### src/rtl/ipi_pkg.sv
package ipi_pkg;
  typedef enum logic [1:0] {
    IPI_RAISE  = 2'd0,
    IPI_STATUS = 2'd1,
    IPI_WHO    = 2'd2,
    IPI_ACK    = 2'd3
  } ipi_op_e;
endpackage

### src/rtl/ipi_cmd_decode.sv
module ipi_cmd_decode
  import ipi_pkg::*;
#(
  parameter int NCORES = 4,
  parameter int ID_W   = 2
) (
  input  logic            cmd_valid,
  input  logic [1:0]      cmd_op,
  input  logic [ID_W-1:0] cmd_src,
  input  logic [ID_W-1:0] cmd_arg,
  output logic            raise_en,
  output logic            ack_en,
  output logic            status_en,
  output logic            who_en
);
  ipi_op_e op;
  logic    ids_ok;

  always_comb begin
    op        = ipi_op_e'(cmd_op);
    ids_ok    = (32'(cmd_src) < NCORES) && (32'(cmd_arg) < NCORES);
    // a core may not signal itself: drop the request here
    raise_en  = cmd_valid && ids_ok && (op == IPI_RAISE) && (cmd_src != cmd_arg);
    ack_en    = cmd_valid && ids_ok && (op == IPI_ACK);
    status_en = cmd_valid && ids_ok && (op == IPI_STATUS);
    who_en    = cmd_valid && ids_ok && (op == IPI_WHO);
  end
endmodule

### src/rtl/ipi_pend_matrix.sv
module ipi_pend_matrix #(
  parameter int NCORES = 4,
  parameter int ID_W   = 2,
  localparam int CELLS = NCORES * NCORES
) (
  input  logic             clk,
  input  logic             rst,
  input  logic             raise_en,
  input  logic             ack_en,
  input  logic [ID_W-1:0]  src,
  input  logic [ID_W-1:0]  arg,
  output logic [CELLS-1:0] pend_q,
  output logic [CELLS-1:0] pend_d
);
  // cell index = sender * NCORES + receiver
  for (genvar s = 0; s < NCORES; s++) begin : g_snd
    for (genvar r = 0; r < NCORES; r++) begin : g_rcv
      logic set_c, clr_c;
      assign set_c = raise_en && (src == ID_W'(s)) && (arg == ID_W'(r));
      assign clr_c = ack_en && (arg == ID_W'(s)) && (src == ID_W'(r));
      assign pend_d[s*NCORES+r] = set_c | (pend_q[s*NCORES+r] & ~clr_c);
    end
  end

  always_ff @(posedge clk) begin
    if (rst) pend_q <= '0;
    else     pend_q <= pend_d;
  end

  // after an acknowledge the named pair is clear
  assert_ack_clears_R6: assert property (@(posedge clk) disable iff (rst)
    ack_en |=> !pend_q[int'($past(arg))*NCORES + int'($past(src))]);

  // a raise of an already pending pair changes nothing
  assert_no_stack_R8: assert property (@(posedge clk) disable iff (rst)
    (raise_en && pend_q[int'(src)*NCORES + int'(arg)]) |=> $stable(pend_q));
endmodule

### src/rtl/ipi_readback.sv
module ipi_readback #(
  parameter int NCORES = 4,
  parameter int ID_W   = 2,
  localparam int CELLS = NCORES * NCORES
) (
  input  logic              clk,
  input  logic              rst,
  input  logic              status_en,
  input  logic              who_en,
  input  logic [ID_W-1:0]   src,
  input  logic [ID_W-1:0]   arg,
  input  logic [CELLS-1:0]  pend_q,
  output logic [NCORES-1:0] rdback
);
  logic [NCORES-1:0] who_col, stat_col;

  always_comb begin
    for (int s = 0; s < NCORES; s++) begin
      who_col[s]  = pend_q[s*NCORES + int'(src)];
      stat_col[s] = pend_q[s*NCORES + int'(arg)];
    end
  end

  always_ff @(posedge clk) begin
    if (rst)            rdback <= '0;
    else if (who_en)    rdback <= who_col;
    else if (status_en) rdback <= NCORES'(|stat_col);
  end

  // no query, no change
  assert_rdback_hold_R9: assert property (@(posedge clk) disable iff (rst)
    !(status_en || who_en) |=> $stable(rdback));

  // status result uses bit 0 only
  assert_status_fmt_R4: assert property (@(posedge clk) disable iff (rst)
    status_en |=> (rdback >> 1) == '0);
endmodule

### src/rtl/ipi_hub.sv
module ipi_hub
  import ipi_pkg::*;
#(
  parameter int NCORES = 4,
  parameter int ID_W   = (NCORES > 1) ? $clog2(NCORES) : 1
) (
  input  logic              clk,
  input  logic              rst,
  input  logic              cmd_valid,
  input  logic [1:0]        cmd_op,
  input  logic [ID_W-1:0]   cmd_src,
  input  logic [ID_W-1:0]   cmd_arg,
  output logic [NCORES-1:0] rdback,
  output logic [NCORES-1:0] irq_out
);
  localparam int CELLS = NCORES * NCORES;

  logic raise_en, ack_en, status_en, who_en;
  logic [CELLS-1:0]  pend_q, pend_d;
  logic [NCORES-1:0] irq_d, irq_now;

  ipi_cmd_decode #(.NCORES(NCORES), .ID_W(ID_W)) u_dec (
    .cmd_valid(cmd_valid), .cmd_op(cmd_op), .cmd_src(cmd_src), .cmd_arg(cmd_arg),
    .raise_en(raise_en), .ack_en(ack_en), .status_en(status_en), .who_en(who_en)
  );

  ipi_pend_matrix #(.NCORES(NCORES), .ID_W(ID_W)) u_mat (
    .clk(clk), .rst(rst), .raise_en(raise_en), .ack_en(ack_en),
    .src(cmd_src), .arg(cmd_arg), .pend_q(pend_q), .pend_d(pend_d)
  );

  ipi_readback #(.NCORES(NCORES), .ID_W(ID_W)) u_rb (
    .clk(clk), .rst(rst), .status_en(status_en), .who_en(who_en),
    .src(cmd_src), .arg(cmd_arg), .pend_q(pend_q), .rdback(rdback)
  );

  // merge all senders per receiver; register from next state so the
  // line tracks the flags on the same edge
  always_comb begin
    irq_d   = '0;
    irq_now = '0;
    for (int r = 0; r < NCORES; r++) begin
      for (int s = 0; s < NCORES; s++) begin
        irq_d[r]   = irq_d[r]   | pend_d[s*NCORES+r];
        irq_now[r] = irq_now[r] | pend_q[s*NCORES+r];
      end
    end
  end

  always_ff @(posedge clk) begin
    if (rst) irq_out <= '0;
    else     irq_out <= irq_d;
  end

  assert_reset_clear_R1: assert property (@(posedge clk)
    rst |=> (irq_out == '0) && (rdback == '0));

  assert_raise_line_R2: assert property (@(posedge clk) disable iff (rst)
    (cmd_valid && cmd_op == 2'(IPI_RAISE) && cmd_src != cmd_arg
     && 32'(cmd_arg) < NCORES && 32'(cmd_src) < NCORES)
    |=> irq_out[$past(cmd_arg)]);

  assert_no_self_R3: assert property (@(posedge clk) disable iff (rst)
    (cmd_valid && cmd_op == 2'(IPI_RAISE) && cmd_src == cmd_arg)
    |=> $stable(irq_out));

  assert_line_tracks_R7: assert property (@(posedge clk) disable iff (rst)
    ##1 irq_out == irq_now);

  assert_idle_quiet_R10: assert property (@(posedge clk) disable iff (rst)
    !cmd_valid |=> $stable(irq_out) && $stable(rdback));
endmodule

### config.mk
export PLATFORM = sky130hd
export DESIGN_NAME = ipi_hub
export DESIGN_NICKNAME = d
export VERILOG_FILES = /design/src/rtl/ipi_pkg.sv /design/src/rtl/ipi_cmd_decode.sv /design/src/rtl/ipi_pend_matrix.sv /design/src/rtl/ipi_readback.sv /design/src/rtl/ipi_hub.sv
export SDC_FILE = /design/constraint.sdc
export NUM_CORES = 1
export LEC_CHECK = 0
export BUFFER_PORTS_ARGS = -buffer_cell sky130_fd_sc_hd__buf_2
export CAP_MARGIN = 40
export CORE_MARGIN = 4
export CORE_UTILIZATION = 41
export DETAILED_ROUTE_END_ITERATION = 12
export PLACE_DENSITY = 0.7
export SYNTH_ARGS = -nofsm -noshare
export SYNTH_HDL_FRONTEND = slang
export SYNTH_SLANG_ARGS = --single-unit
### constraint.sdc
create_clock -name clk -period 2.4 [get_ports clk]
set_clock_uncertainty 0.2 [all_clocks]
set_input_delay 0.48 -clock clk [delete_from_list [all_inputs] [get_ports clk]]
set_output_delay 0.48 -clock clk [all_outputs]
set_load 0.005 [all_outputs]
Yosys cells after proc, flatten, opt, wreduce, memory -nomap -nowiden
Cells that the tools add are included.
{"block": "totals", "input_bits": 9, "reg_bits": 24, "out_inout_bits": 8}
{"block": "op_classes", "n_lt_le_gt_ge": 8, "n_eq_ne": 10, "n_bitwise": 60, "n_reduce_logical": 50, "n_addsub": 6, "n_mux": 24}
{"operator": "$lt A32 B6 Y1 const B", "count": 6}
{"operator": "$logic_and A1 B1 Y1", "count": 45}
{"operator": "$or A1 B1 Y1", "count": 28}
{"operator": "$bmux W1 S4", "count": 6}
{"operator": "$add A4 B2 Y5 const A", "count": 4}
{"operator": "$and A1 B1 Y1", "count": 16}
{"operator": "$not A1 Y1", "count": 16}
{"operator": "$mux W1", "count": 14}
{"operator": "$eq A2 B2 Y1 const B", "count": 6}
{"operator": "$lt A2 B5 Y1 const B", "count": 2}
{"operator": "$add A3 B2 Y4 const A", "count": 2}
{"operator": "$mux W4", "count": 2}
{"operator": "$eq A2 B1 Y1 const B", "count": 3}
{"operator": "$logic_not A2 Y1", "count": 3}
{"operator": "$bmux W1 S2", "count": 2}
{"operator": "$reduce_or A4 Y1", "count": 1}
{"operator": "$ne A2 B2 Y1", "count": 1}
{"operator": "$reduce_bool A2 Y1", "count": 1}

Longest topological paths before layout
Gate-level depths: netlist of the first run.
{"block": "depth", "ltp_word": 10, "depth_mapped": 6, "mapped_depth_nobuf": 4}

Modules after synthesis
From an unflattened synthesis of the first run, not the netlist that was laid out.
{"block": "hier_totals", "cells_unflattened": 165, "hier_area_um2": 1380.1}
{"mod": "ipi_pend_matrix", "cells_each": 114, "instances": 1, "seq_area_each_um2": 320.3, "area_per_inst_um2": 894.6}
{"mod": "ipi_readback", "cells_each": 31, "instances": 1, "seq_area_each_um2": 80.1, "area_per_inst_um2": 307.8}
{"mod": "ipi_hub", "cells_each": 12, "instances": 1, "seq_area_each_um2": 80.1, "area_per_inst_um2": 120.1}
{"mod": "ipi_cmd_decode", "cells_each": 8, "instances": 1, "seq_area_each_um2": 0.0, "area_per_inst_um2": 57.6}

Least setup slack after synthesis of the first run
Ideal clock, no wire load.
{"block": "synth_path", "kind": "input to register", "from": "input cmd_src[0]", "to": "register u_rb.rdback[2]", "setup_ns": 0.128, "n_path_buf": 1, "stages": 5, "path_slack_ns": 0.549, "arrival_time_ns": 1.524, "required_time_ns": 2.072, "path_cell_list": "buf_4 -> mux4_2 -> a22o_1 -> a22oi_1 -> nor2_1"}
{"block": "synth_between", "elab_chain_len": 5}
{"item": "start: declaration", "line_no": "ipi_hub.sv:11", "rtl": "input logic [ID_W-1:0] cmd_src,"}
{"item": "$add A4 B2 Y5", "line_no": "ipi_readback.sv:19", "rtl": "who_col[s] = pend_q[s*NCORES + int'(src)];"}
{"item": "$bmux W1 S4", "line_no": "ipi_readback.sv:19"}
{"item": "$mux W1 (not written as such) (2 in series)", "line_no": "ipi_readback.sv:19"}
{"item": "$mux W4", "line_no": "ipi_readback.sv:26", "rtl": "else if (who_en) rdback <= who_col;"}
{"item": "end signal: assignment", "line_no": "ipi_readback.sv:26"}
{"item": "end signal: assignment", "line_no": "ipi_readback.sv:27", "rtl": "else if (status_en) rdback <= NCORES'(|stat_col);"}
{"item": "end: declaration", "line_no": "ipi_readback.sv:13", "rtl": "output logic [NCORES-1:0] rdback"}
Every way passes these cells. The select of a mux whose other input is x is not followed.
A chain may end at the register's enable or synchronous reset.

Worst setup path in the final report of the first run
{"block": "layout_path", "from": "register u_mat.pend_q[9]", "to": "register u_rb.rdback[0]"}
{"block": "layout_between", "elab_chain_len": 6, "word_cells_on_any_way": 12, "cone_classes": "mux: 11; reduce/logical: 1"}
{"item": "start: declaration", "line_no": "ipi_pend_matrix.sv:12", "rtl": "output logic [CELLS-1:0] pend_q,"}
{"item": "start signal: assignment", "line_no": "ipi_pend_matrix.sv:27", "rtl": "else pend_q <= pend_d;"}
{"item": "$bmux W1 S4", "line_no": "ipi_readback.sv:20", "rtl": "stat_col[s] = pend_q[s*NCORES + int'(arg)];"}
{"item": "$mux W1 (not written as such) (2 in series)", "line_no": "ipi_readback.sv:20"}
{"item": "$reduce_or A4 Y1 (*)", "line_no": "ipi_readback.sv:27"}
{"item": "$mux W4 (*)", "line_no": "ipi_readback.sv:27"}
{"item": "$mux W4 (*)", "line_no": "ipi_readback.sv:26"}
Every way passes the cells marked *; elsewhere a longest branch is shown, timed or not. The select of a mux whose other input is x is not followed.

==> results of run 1 <==
==> layer usage <==
layer	vias to the layer above	GRT usage [%]	routed length, µm
met5	-	0	0
met2	46	24.3	1330
met3	6	4.57	194
met4	0	2.43	40
met1	549	19.8	1460
li1	557	-	-
==> cells in the mapped netlist, drive strengths merged <==
cell type / instances
clkbuf: 4
or4: 2
o2bb2ai: 4
a31oi: 4
or3: 1
nand3: 1
nand4: 1
inv: 7
dfxtp: 24
nand2: 5
nor2b: 2
nand4bb: 1
a21boi: 1
buf: 8
nor3: 3
a211oi: 1
a41oi: 5
nor3b: 1
a22oi: 3
a221oi: 2
o22ai: 4
and4bb: 1
o221ai: 1
nand2b: 3
o21ai: 10
o21bai: 1
a22o: 3
mux4: 4
nor2: 23
or4b: 3
and4b: 1
o31ai: 3
o31a: 3
and4: 2
==> metrics by stage <==
| step | instances | utilization, % | setup WS [ps] | area [µm²] |
|---|---|---|---|---|
| after global routing | 194 | 45.8 | 586 | 1390 |
| after CTS | 194 | 45.8 | 640 | 1390 |
| final | 194 | 45.8 | 635 | 1390 |
| after global placement | 190 | 44.6 | 322 | 1350 |
| after detailed placement | 190 | 44.6 | 298 | 1350 |
| after floorplan | 142 | - | 549 | 1280 |
==> power by group through the flow <==
stage               registers [µW]  logic, µW  clock network [µW]
CTS                            405       76.7                 221
finish                         405       77.9                 218
global placement               414       75.1                   0
global route                   406       85.8                 233
detailed placement             414       76.5                   0
floorplan                      414       60.6                   0
==> critical path, cell delays in order, from the launching register on <==
cell                       delay [ps]
sky130_fd_sc_hd__dfxtp_1          380
sky130_fd_sc_hd__or4_1            530
sky130_fd_sc_hd__o221ai_1         220
sky130_fd_sc_hd__o21ai_1          110
sky130_fd_sc_hd__o31a_1           240
==> sequential cells by signal, indices dropped and copies added, names as in the netlist <==
name,flops
irq_out,4
u_rb.rdback,4
u_mat.pend_q,16
==> worst paths after layout <==
check	slack, ps	from	to	cells after the start
max	630	u_mat.pend_q[9]	u_rb.rdback[0]	4
min	320	u_mat.pend_q[10]	u_mat.pend_q[10]	2
max reg2reg	630	u_mat.pend_q[9]	u_rb.rdback[0]	4
min reg2reg	320	u_mat.pend_q[10]	u_mat.pend_q[10]	2
==> logic make-up after synthesis <==
group,after synthesis,synth area share [%]
simple gates,50,21.7
compound gates,45,26.4
flops,24,37.4
buf+inv,19,7.41
mux,4,7.02
==> layout make-up <==
| type | count | area [µm²] | share of cell area (%) |
|---|---|---|---|
| multi-input cells | 99 | 708 | 51.1 |
| flip-flops and latches | 24 | 480 | 34.7 |
| repair buffers | 16 | 80.1 | 5.78 |
| well taps | 44 | 55.1 | 3.97 |
| clock buffers | 4 | 36.3 | 2.62 |
| inverters | 7 | 26.3 | 1.90 |
==> flow_metrics.env, run 1 <==
export IMPL_post_synth_cell_area_avg_um2=9.04
export IMPL_post_drt_via_cell_ratio=5.97
export IMPL_fp_row_count=20
export IMPL_clock_sinks=24
export IMPL_syn_inst=142
export IMPL_worst_path_arrival_ps=1800
export IMPL_die_w_um=64.0
export IMPL_critical_path_class="flop to flop"
export IMPL_dieArea_um2=4090
export IMPL_pwr_density_cell_nw_per_um2=506
export IMPL_drt_iter0_drc=102
export IMPL_transition_time_at_the_pin_with_the_least_slew_margin_ps=483
export IMPL_avgRoutedWirePerCell_um=15.6
export IMPL_boundaryPins=17
export IMPL_total_clock_buffers_created_by_cts=3
export IMPL_post_synth_main_area_contributors="sky130_fd_sc_hd__dfxtp_1, sky130_fd_sc_hd__mux4_2, sky130_fd_sc_hd__nor2_1"
export IMPL_maxCapViolCount=0
export IMPL_worst_path_max_fanout=4
export IMPL_outcome="finished clean"
export IMPL_layout_common_cells="sky130_fd_sc_hd__dfxtp_1, sky130_fd_sc_hd__nor2_1, sky130_fd_sc_hd__buf_2"
export IMPL_grt_pass1_vias=1059
export IMPL_hold_violations=0
export IMPL_synth_largest_area_cell="sky130_fd_sc_hd__dfxtp_1"
export IMPL_grt_pass1_wl_um=4950
export IMPL_n_antenna_cell=0
export IMPL_setup_worst_path_end_class="flop"
export IMPL_die_h_um=64.0
export IMPL_ir_drop_mv=0.378
export IMPL_power_switching_fraction_pct=25.5
export IMPL_seq_area_frac_synth_pct=37.4
export IMPL_grt_setup_unrepaired="false"
export IMPL_clk_transition_reported_paths_ps=140
export IMPL_nFillCells=291
export IMPL_post_route_cells_drive_above_1_share_pct=20.0
export IMPL_fin_tns_setup_ps=0
export IMPL_cp_start_kind="flop"
export IMPL_net_count_synth=151
export IMPL_clk_root_buffer_cell="sky130_fd_sc_hd__clkbuf_4"
export IMPL_final_max_slew_viol_count=0
export IMPL_cts_path_max_buffers=2
export IMPL_antenna_found_initial=0
export IMPL_final_net_count=160
export IMPL_clockPowerShare_pct=31.1
export IMPL_layout_min_cycle_time_ps=1770
export IMPL_grt_overflow_total=0
export IMPL_timing_final_crit_share_pct=73.6
export IMPL_ys_ff_latch=24
export IMPL_min_path_type="flop to flop"
export IMPL_power_leakage_uw=0.000503
export IMPL_achievable_frequency_mhz=566
export IMPL_setup_viol_count_final=0
export IMPL_detailedRoute_firstPassIterationCount=4
export IMPL_vias=1158
export IMPL_clock_latency_ps=320
export IMPL_comb_power_share_pct=11.1
export IMPL_routed_wirelength_um=3020
export IMPL_tritoncts="built"
export IMPL_yosysWarningCount=0
export IMPL_slew_headroom_pct=67.6
export IMPL_pin_count_of_the_biggest_net_entering_global_routing=25
export IMPL_cts_hold_buf=0
export IMPL_seq_power_share_pct=57.8
export IMPL_critPathRequiredTime_ps=2430
export IMPL_synth_cell_area_um2=1280
export IMPL_mostFrequentLayoutCell="sky130_fd_sc_hd__dfxtp_1"
export IMPL_hpwl_detailed_um=2210
export IMPL_post_cts_setup_buffers=0
export IMPL_globalplace_congestion=0.924
export IMPL_drtAntennaViolNets=0
export IMPL_p_total_uw=701
export IMPL_io_port_bufs=16
export IMPL_synth_top_area_share_pct=37.4
export IMPL_initial_core_util_pct=42.4
export IMPL_cts_resized_gates=0
export IMPL_h_tree_depth=1
export IMPL_drc_errors=0
export IMPL_unique_masters_post_synth=40
export IMPL_p_int_uw=522
export IMPL_switchingPower_uw=179
export IMPL_floorplan_core_area_um2=3030
export IMPL_area_growth_synth_to_final_pct=7.99
export IMPL_fin_hold_ws_ps=319
export IMPL_globalRouteTotalUtil_pct=15.0
Power figures use the tool's default switching activity.
==> run 2, diff against run 1 <==
ABC_AREA = 1   (was not set)
PLACE_DENSITY = 0.72   (was 0.7)
clock period = 1.4 ns   (was 2.4 ns; I/O delays follow)
==> flow_metrics.env, run 2 <==
export IMPL_tritoncts="built"
export IMPL_switchingPower_uw=332
export IMPL_cts_resized_gates=0
export IMPL_layout_cells_non_filler=249
export IMPL_boundaryPins=17
export IMPL_cts_path_max_buffers=2
export IMPL_yosysWarningCount=0
export IMPL_clk_root_buffer_cell="sky130_fd_sc_hd__clkbuf_4"
export IMPL_layout_min_cycle_time_ps=1270
export IMPL_yosys_cell_count_top_type="sky130_fd_sc_hd__nand2_1"
export IMPL_post_synth_cell_area_avg_um2=6.73
export IMPL_cp_slowest_stage_delay_ps=360
export IMPL_layout_common_cells="sky130_fd_sc_hd__nand2_1, sky130_fd_sc_hd__nor2_1, sky130_fd_sc_hd__dfxtp_1"
export IMPL_globalRouteTotalUtil_pct=16.4
export IMPL_h_tree_depth=1
export IMPL_floorplan_core_area_um2=2810
export IMPL_fp_row_count=19
export IMPL_transition_time_at_the_pin_with_the_least_slew_margin_ps=468
export IMPL_synth_largest_area_cell="sky130_fd_sc_hd__dfxtp_1"
export IMPL_grt_overflow_total=0
export IMPL_initial_core_util_pct=43.9
export IMPL_clock_latency_ps=330
export IMPL_ys_ff_latch=24
export IMPL_setup_worst_path_end_class="output pin"
export IMPL_dpl_cell_count=245
export IMPL_globalplace_congestion=0.879
export IMPL_cp_num_buf_inv=1
export IMPL_r2r_cells=6
export IMPL_achievable_frequency_mhz=785
export IMPL_seq_power_share_pct=50.6
export IMPL_die_w_um=62.8
export IMPL_nFillCells=298
export IMPL_largest_registers="u_mat.pend_q (16), irq_out (4), u_rb.rdback (4)"
export IMPL_final_max_slew_viol_count=0
export IMPL_total_clock_buffers_created_by_cts=3
export IMPL_dieArea_um2=3950
export IMPL_routed_wirelength_um=3060
export IMPL_fin_hold_ws_ps=171
export IMPL_outcome="finished clean"
export IMPL_drc_errors=0
export IMPL_grt_pass1_vias=1135
export IMPL_clock_sinks=24
export IMPL_cp_depth=1
export IMPL_pin_count_of_the_biggest_net_entering_global_routing=25
export IMPL_critical_path_class="flop to output pin"
export IMPL_post_cts_setup_buffers=0
export IMPL_post_synth_main_area_contributors="sky130_fd_sc_hd__dfxtp_1, sky130_fd_sc_hd__nand2_1, sky130_fd_sc_hd__a21oi_1"
export IMPL_vias=1295
export IMPL_io_port_bufs=16
export IMPL_hold_violations=0
export IMPL_post_route_cells_drive_above_1_share_pct=27.1
export IMPL_final_net_count=228
export IMPL_post_synth_most_frequent_cells="sky130_fd_sc_hd__nand2_1, sky130_fd_sc_hd__dfxtp_1, sky130_fd_sc_hd__nor2_1"
export IMPL_pwr_density_cell_nw_per_um2=890
export IMPL_clk_transition_reported_paths_ps=140
export IMPL_ir_drop_mv=0.360
export IMPL_worst_path_arrival_ps=790
export IMPL_mostFrequentLayoutCell="sky130_fd_sc_hd__nand2_1"
export IMPL_timing_critical_path_slowest_stage_cell="sky130_fd_sc_hd__dfxtp_1"
export IMPL_cp_cell_sequence="buf_2"
export IMPL_syn_inst=183
export IMPL_timing_final_crit_share_pct=91.0
export IMPL_cp_start_kind="flop"
export IMPL_comb_power_share_pct=11.5
export IMPL_min_path_type="input pin to flop"
export IMPL_largest_reg_flops=16
export IMPL_worstHoldPathCells=4
export IMPL_p_int_uw=1030
export IMPL_n_antenna_cell=0
export IMPL_post_drt_via_cell_ratio=5.20
export IMPL_area_growth_synth_to_final_pct=24.4
export IMPL_power_leakage_uw=0.000750
export IMPL_unique_masters_post_synth=20
export IMPL_power_switching_fraction_pct=24.3
export IMPL_drt_iter0_drc=58
export IMPL_seq_area_frac_synth_pct=39.0
export IMPL_p_total_uw=1360
export IMPL_setup_viol_count_final=0
export IMPL_synth_edf_count=0
export IMPL_maxCapViolCount=0
export IMPL_drtAntennaViolNets=0
export IMPL_avgRoutedWirePerCell_um=12.3
export IMPL_worst_path_max_fanout=2
export IMPL_die_h_um=62.8
export IMPL_grt_pass1_wl_um=5220
export IMPL_hpwl_detailed_um=2310
export IMPL_clockPowerShare_pct=37.8
export IMPL_ys_async_sr_fraction_pct=0
export IMPL_synth_cell_area_um2=1230
export IMPL_grt_setup_unrepaired="false"
export IMPL_critPathRequiredTime_ps=920
export IMPL_net_count_synth=192
export IMPL_cts_hold_buf=0
export IMPL_regMostFlops="u_mat.pend_q"
export IMPL_slew_headroom_pct=68.8
export IMPL_antenna_found_initial=0
export IMPL_synth_top_area_share_pct=39.0
export IMPL_synthFlopType="sky130_fd_sc_hd__dfxtp_1"
export IMPL_detailedRoute_firstPassIterationCount=4
export IMPL_critical_path_top_delay_family="flip-flops"
==> run 2: changes by cell type after synthesis, sizes merged, moves of 5 or more <==
cell | previous run | this run
buf | 8 | 2
a41oi | 5 | 0
nand4 | 1 | 13
nand2 | 5 | 47
o21ai | 10 | 19
inv | 7 | 16
a21oi | 0 | 21
nor2 | 23 | 31
==> run 2: path summary, 6_finish.rpt <==
| path | start | to | slack, ps |
|---|---|---|---|
| worst min-delay path | cmd_arg[1] | u_mat.pend_q[1] | 170 |
| worst max-delay path | u_rb.rdback[1] | rdback[1] | 130 |
| worst max register to register | u_mat.pend_q[7] | u_rb.rdback[0] | 210 |
| worst min register to register | u_rb.rdback[0] | u_rb.rdback[0] | 270 |
==> run 2: cell type report <==
cell class	count	area (µm²)	area share, %
inverters	16	60.1	3.92
clock inverters	1	30.0	1.96
flip-flops and latches	24	480	31.3
clock buffers	3	22.5	1.47
multi-input cells	139	678	44.2
well taps	31	38.8	2.53
repair buffers	35	223	14.5
==> run 2: power by group through the flow <==
stage | clock network (µW) | registers (µW) | logic, µW
floorplan | 0 | 706 | 86.9
global placement | 0 | 706 | 152
detailed placement | 0 | 706 | 152
CTS | 514 | 691 | 153
global route | 545 | 692 | 175
finish | 516 | 691 | 157
==> run 2: per-stage QoR <==
step | utilization (%) | setup slack [ps] | setup TNS, ps | area (µm²)
4_1_cts | 54.3 | 102 | 0 | 1520
3_5_place_dp | 52.4 | -256 | -2570 | 1470
3_3_place_gp | 52.4 | -269 | -2280 | 1470
2_1_floorplan | - | 38.3 | 0 | 1230
5_1_grt | 54.6 | 13.9 | 0 | 1530
6_report | 54.6 | 126 | 0 | 1530
==> run 2: per-layer routing <==
layer	GRT usage, %	routed length (µm)
met1	23.3	1540
met2	24.5	1300
met3	1.98	158
met4	7.44	63
met5	0	0
==> run 2: logic make-up after synthesis <==
kind of cell           synth area share, %
buffers and inverters                 6.80
flip-flops                            39.0
AND/OR/NAND/NOR                       34.2
AO/OA/AOI/OAI                         20.0
==> run 3, diff against run 2 <==
ABC_AREA = not set   (was 1)
==> flow_metrics.env, run 3 (synthesis results as in run 1) <==
export IMPL_regToRegEndpoint="u_rb.rdback[0]"
export IMPL_reg2reg_slack_ps=-260
export IMPL_globalRouteTotalUtil_pct=19.1
export IMPL_wl_met3_um=255
export IMPL_tritoncts="built"
export IMPL_min_path_type="input pin to flop"
export IMPL_clock_sinks=24
export IMPL_setup_viol_count_final=4
export IMPL_routed_wirelength_um=3910
export IMPL_pin_count_of_the_biggest_net_entering_global_routing=16
export IMPL_wire_length_on_met2_um=1920
export IMPL_achievable_frequency_mhz=603
export IMPL_h_tree_depth=1
export IMPL_layout_min_cycle_time_ps=1660
export IMPL_critical_path_class="flop to flop"
export IMPL_maxCapViolCount=0
export IMPL_cp_slowest_stage_delay_ps=550
export IMPL_final_net_count=195
export IMPL_power_leakage_uw=0.000727
export IMPL_clk_transition_reported_paths_ps=140
export IMPL_fp_row_count=20
export IMPL_transition_time_at_the_pin_with_the_least_slew_margin_ps=289
export IMPL_worstHoldStart="rst"
export IMPL_slew_headroom_pct=80.6
export IMPL_mostFrequentLayoutCell="sky130_fd_sc_hd__buf_4"
export IMPL_hpwl_detailed_um=2830
export IMPL_worst_path_arrival_ps=1690
export IMPL_hold_end="u_rb.rdback[1]"
export IMPL_cts_hold_buf=0
export IMPL_largest_reg_flops=16
export IMPL_initial_core_util_pct=42.4
export IMPL_largest_registers="u_mat.pend_q (16), irq_out (4), u_rb.rdback (4)"
export IMPL_dieArea_um2=4090
export IMPL_boundaryPins=17
export IMPL_hold_violations=0
export IMPL_grt_pass1_wl_um=6180
export IMPL_clock_latency_ps=320
export IMPL_io_port_bufs=16
export IMPL_failing_checks="setup timing"
export IMPL_final_max_slew_viol_count=0
export IMPL_grt_overflow_total=0
export IMPL_grt_setup_unrepaired="true"
export IMPL_cp_start_kind="flop"
export IMPL_antenna_found_initial=0
export IMPL_total_clock_buffers_created_by_cts=3
export IMPL_worstHoldPathCells=2
export IMPL_die_w_um=64.0
export IMPL_critPathRequiredTime_ps=1430
export IMPL_r2r_cells=4
export IMPL_top_signal_layer_used="met4"
export IMPL_die_h_um=64.0
export IMPL_grt_pass1_vias=1242
export IMPL_vias=1322
export IMPL_drt_iter0_drc=95
export IMPL_drc_errors=0
export IMPL_regMostFlops="u_mat.pend_q"
export IMPL_nFillCells=264
export IMPL_pwr_density_cell_nw_per_um2=711
export IMPL_clk_root_buffer_cell="sky130_fd_sc_hd__clkbuf_4"
export IMPL_cts_path_max_buffers=2
export IMPL_setup_worst_path_end_class="flop"
export IMPL_drtAntennaViolNets=0
export IMPL_cp_cell_sequence="or4_1 > o22ai_2 > o21ai_1 > o31a_1"
export IMPL_outcome="finished with violations"
export IMPL_worst_path_max_fanout=3
export IMPL_n_antenna_cell=0
export IMPL_avgRoutedWirePerCell_um=17.1
export IMPL_area_growth_synth_to_final_pct=40.0
export IMPL_post_drt_via_cell_ratio=5.77
export IMPL_timing_critical_path_slowest_stage_cell="sky130_fd_sc_hd__or4_1"
export IMPL_timing_final_crit_share_pct=118
export IMPL_ir_drop_mv=0.395
export IMPL_final_setup_worst_slack_ps=-258
export IMPL_fin_tns_setup_ps=-769
export IMPL_post_route_cells_drive_above_1_share_pct=49.7
export IMPL_detailedRoute_firstPassIterationCount=4
export IMPL_met1_wl_um=1660
export IMPL_dpl_cell_count=223
export IMPL_layout_common_cells="sky130_fd_sc_hd__buf_4, sky130_fd_sc_hd__nor2_1, sky130_fd_sc_hd__dfxtp_1"
export IMPL_layout_cells_non_filler=229
export IMPL_floorplan_core_area_um2=3030
export IMPL_critical_path_reg2reg_startpoint="u_mat.pend_q[8]"
export IMPL_globalplace_congestion=0.961
-- run 3: worst max path at each step --
| stage | from | slack [ps] | endpoint | depth (start not counted) |
|---|---|---|---|---|
| after floorplan | u_mat.pend_q[9] | -190 | u_rb.rdback[0] | 4 |
| after global placement | cmd_src[0] | -430 | u_rb.rdback[2] | 5 |
| after detailed placement | cmd_src[0] | -460 | u_rb.rdback[2] | 5 |
| after CTS | u_mat.pend_q[11] | -250 | u_rb.rdback[2] | 5 |
| after global routing | u_mat.pend_q[11] | -300 | u_rb.rdback[2] | 5 |
| final | u_mat.pend_q[8] | -260 | u_rb.rdback[0] | 4 |
-- run 3: metrics by stage --
step	util (%)	instance area, µm²	setup slack, ps	hold WS, ps	power (µW)
4_1_cts	56.6	1710	-251	94.1	1260
3_3_place_gp	54.3	1650	-426	286	898
3_5_place_dp	54.3	1650	-460	293	902
2_1_floorplan	-	1380	-189	143	839
6_report	59.3	1800	-258	95.8	1280
5_1_grt	59.3	1800	-305	108	1330
-- run 3: cell type report --
type                       instances  area [µm²]  share of cell area [%]
clock buffer                       4        36.3                    2.02
inverter                           7        26.3                    1.46
multi-input combinational         99         826                    46.0
sequential                        24         490                    27.3
tap                               44        55.1                    3.06
timing repair buffer              51         363                    20.2
-- run 3: power breakdown --
part           internal, µW  switching [µW]
clock network           159             208
logic                   100             117
registers               690            4.11
total                   949             329
-- run 3: worst max-delay path, delay by kind of cell, from the launching register on --
family / cells / cell delay, ps
AOI/OAI and AO/OA: 3 / 450
and+or+nand+nor: 1 / 550
DFF: 1 / 370
-- run 3: metal layers --
layer,track usage (%),up-vias
met4,5.39,0
met5,0,-
met2,32.5,54
met3,2.81,8
li1,-,627
met1,24.8,633
-- run 3: timing repair --
item	in CTS	in global routing
pin swaps	9	10
setup buffers	1	1
gates resized for setup	10	22
setup endpoints to repair	6	8
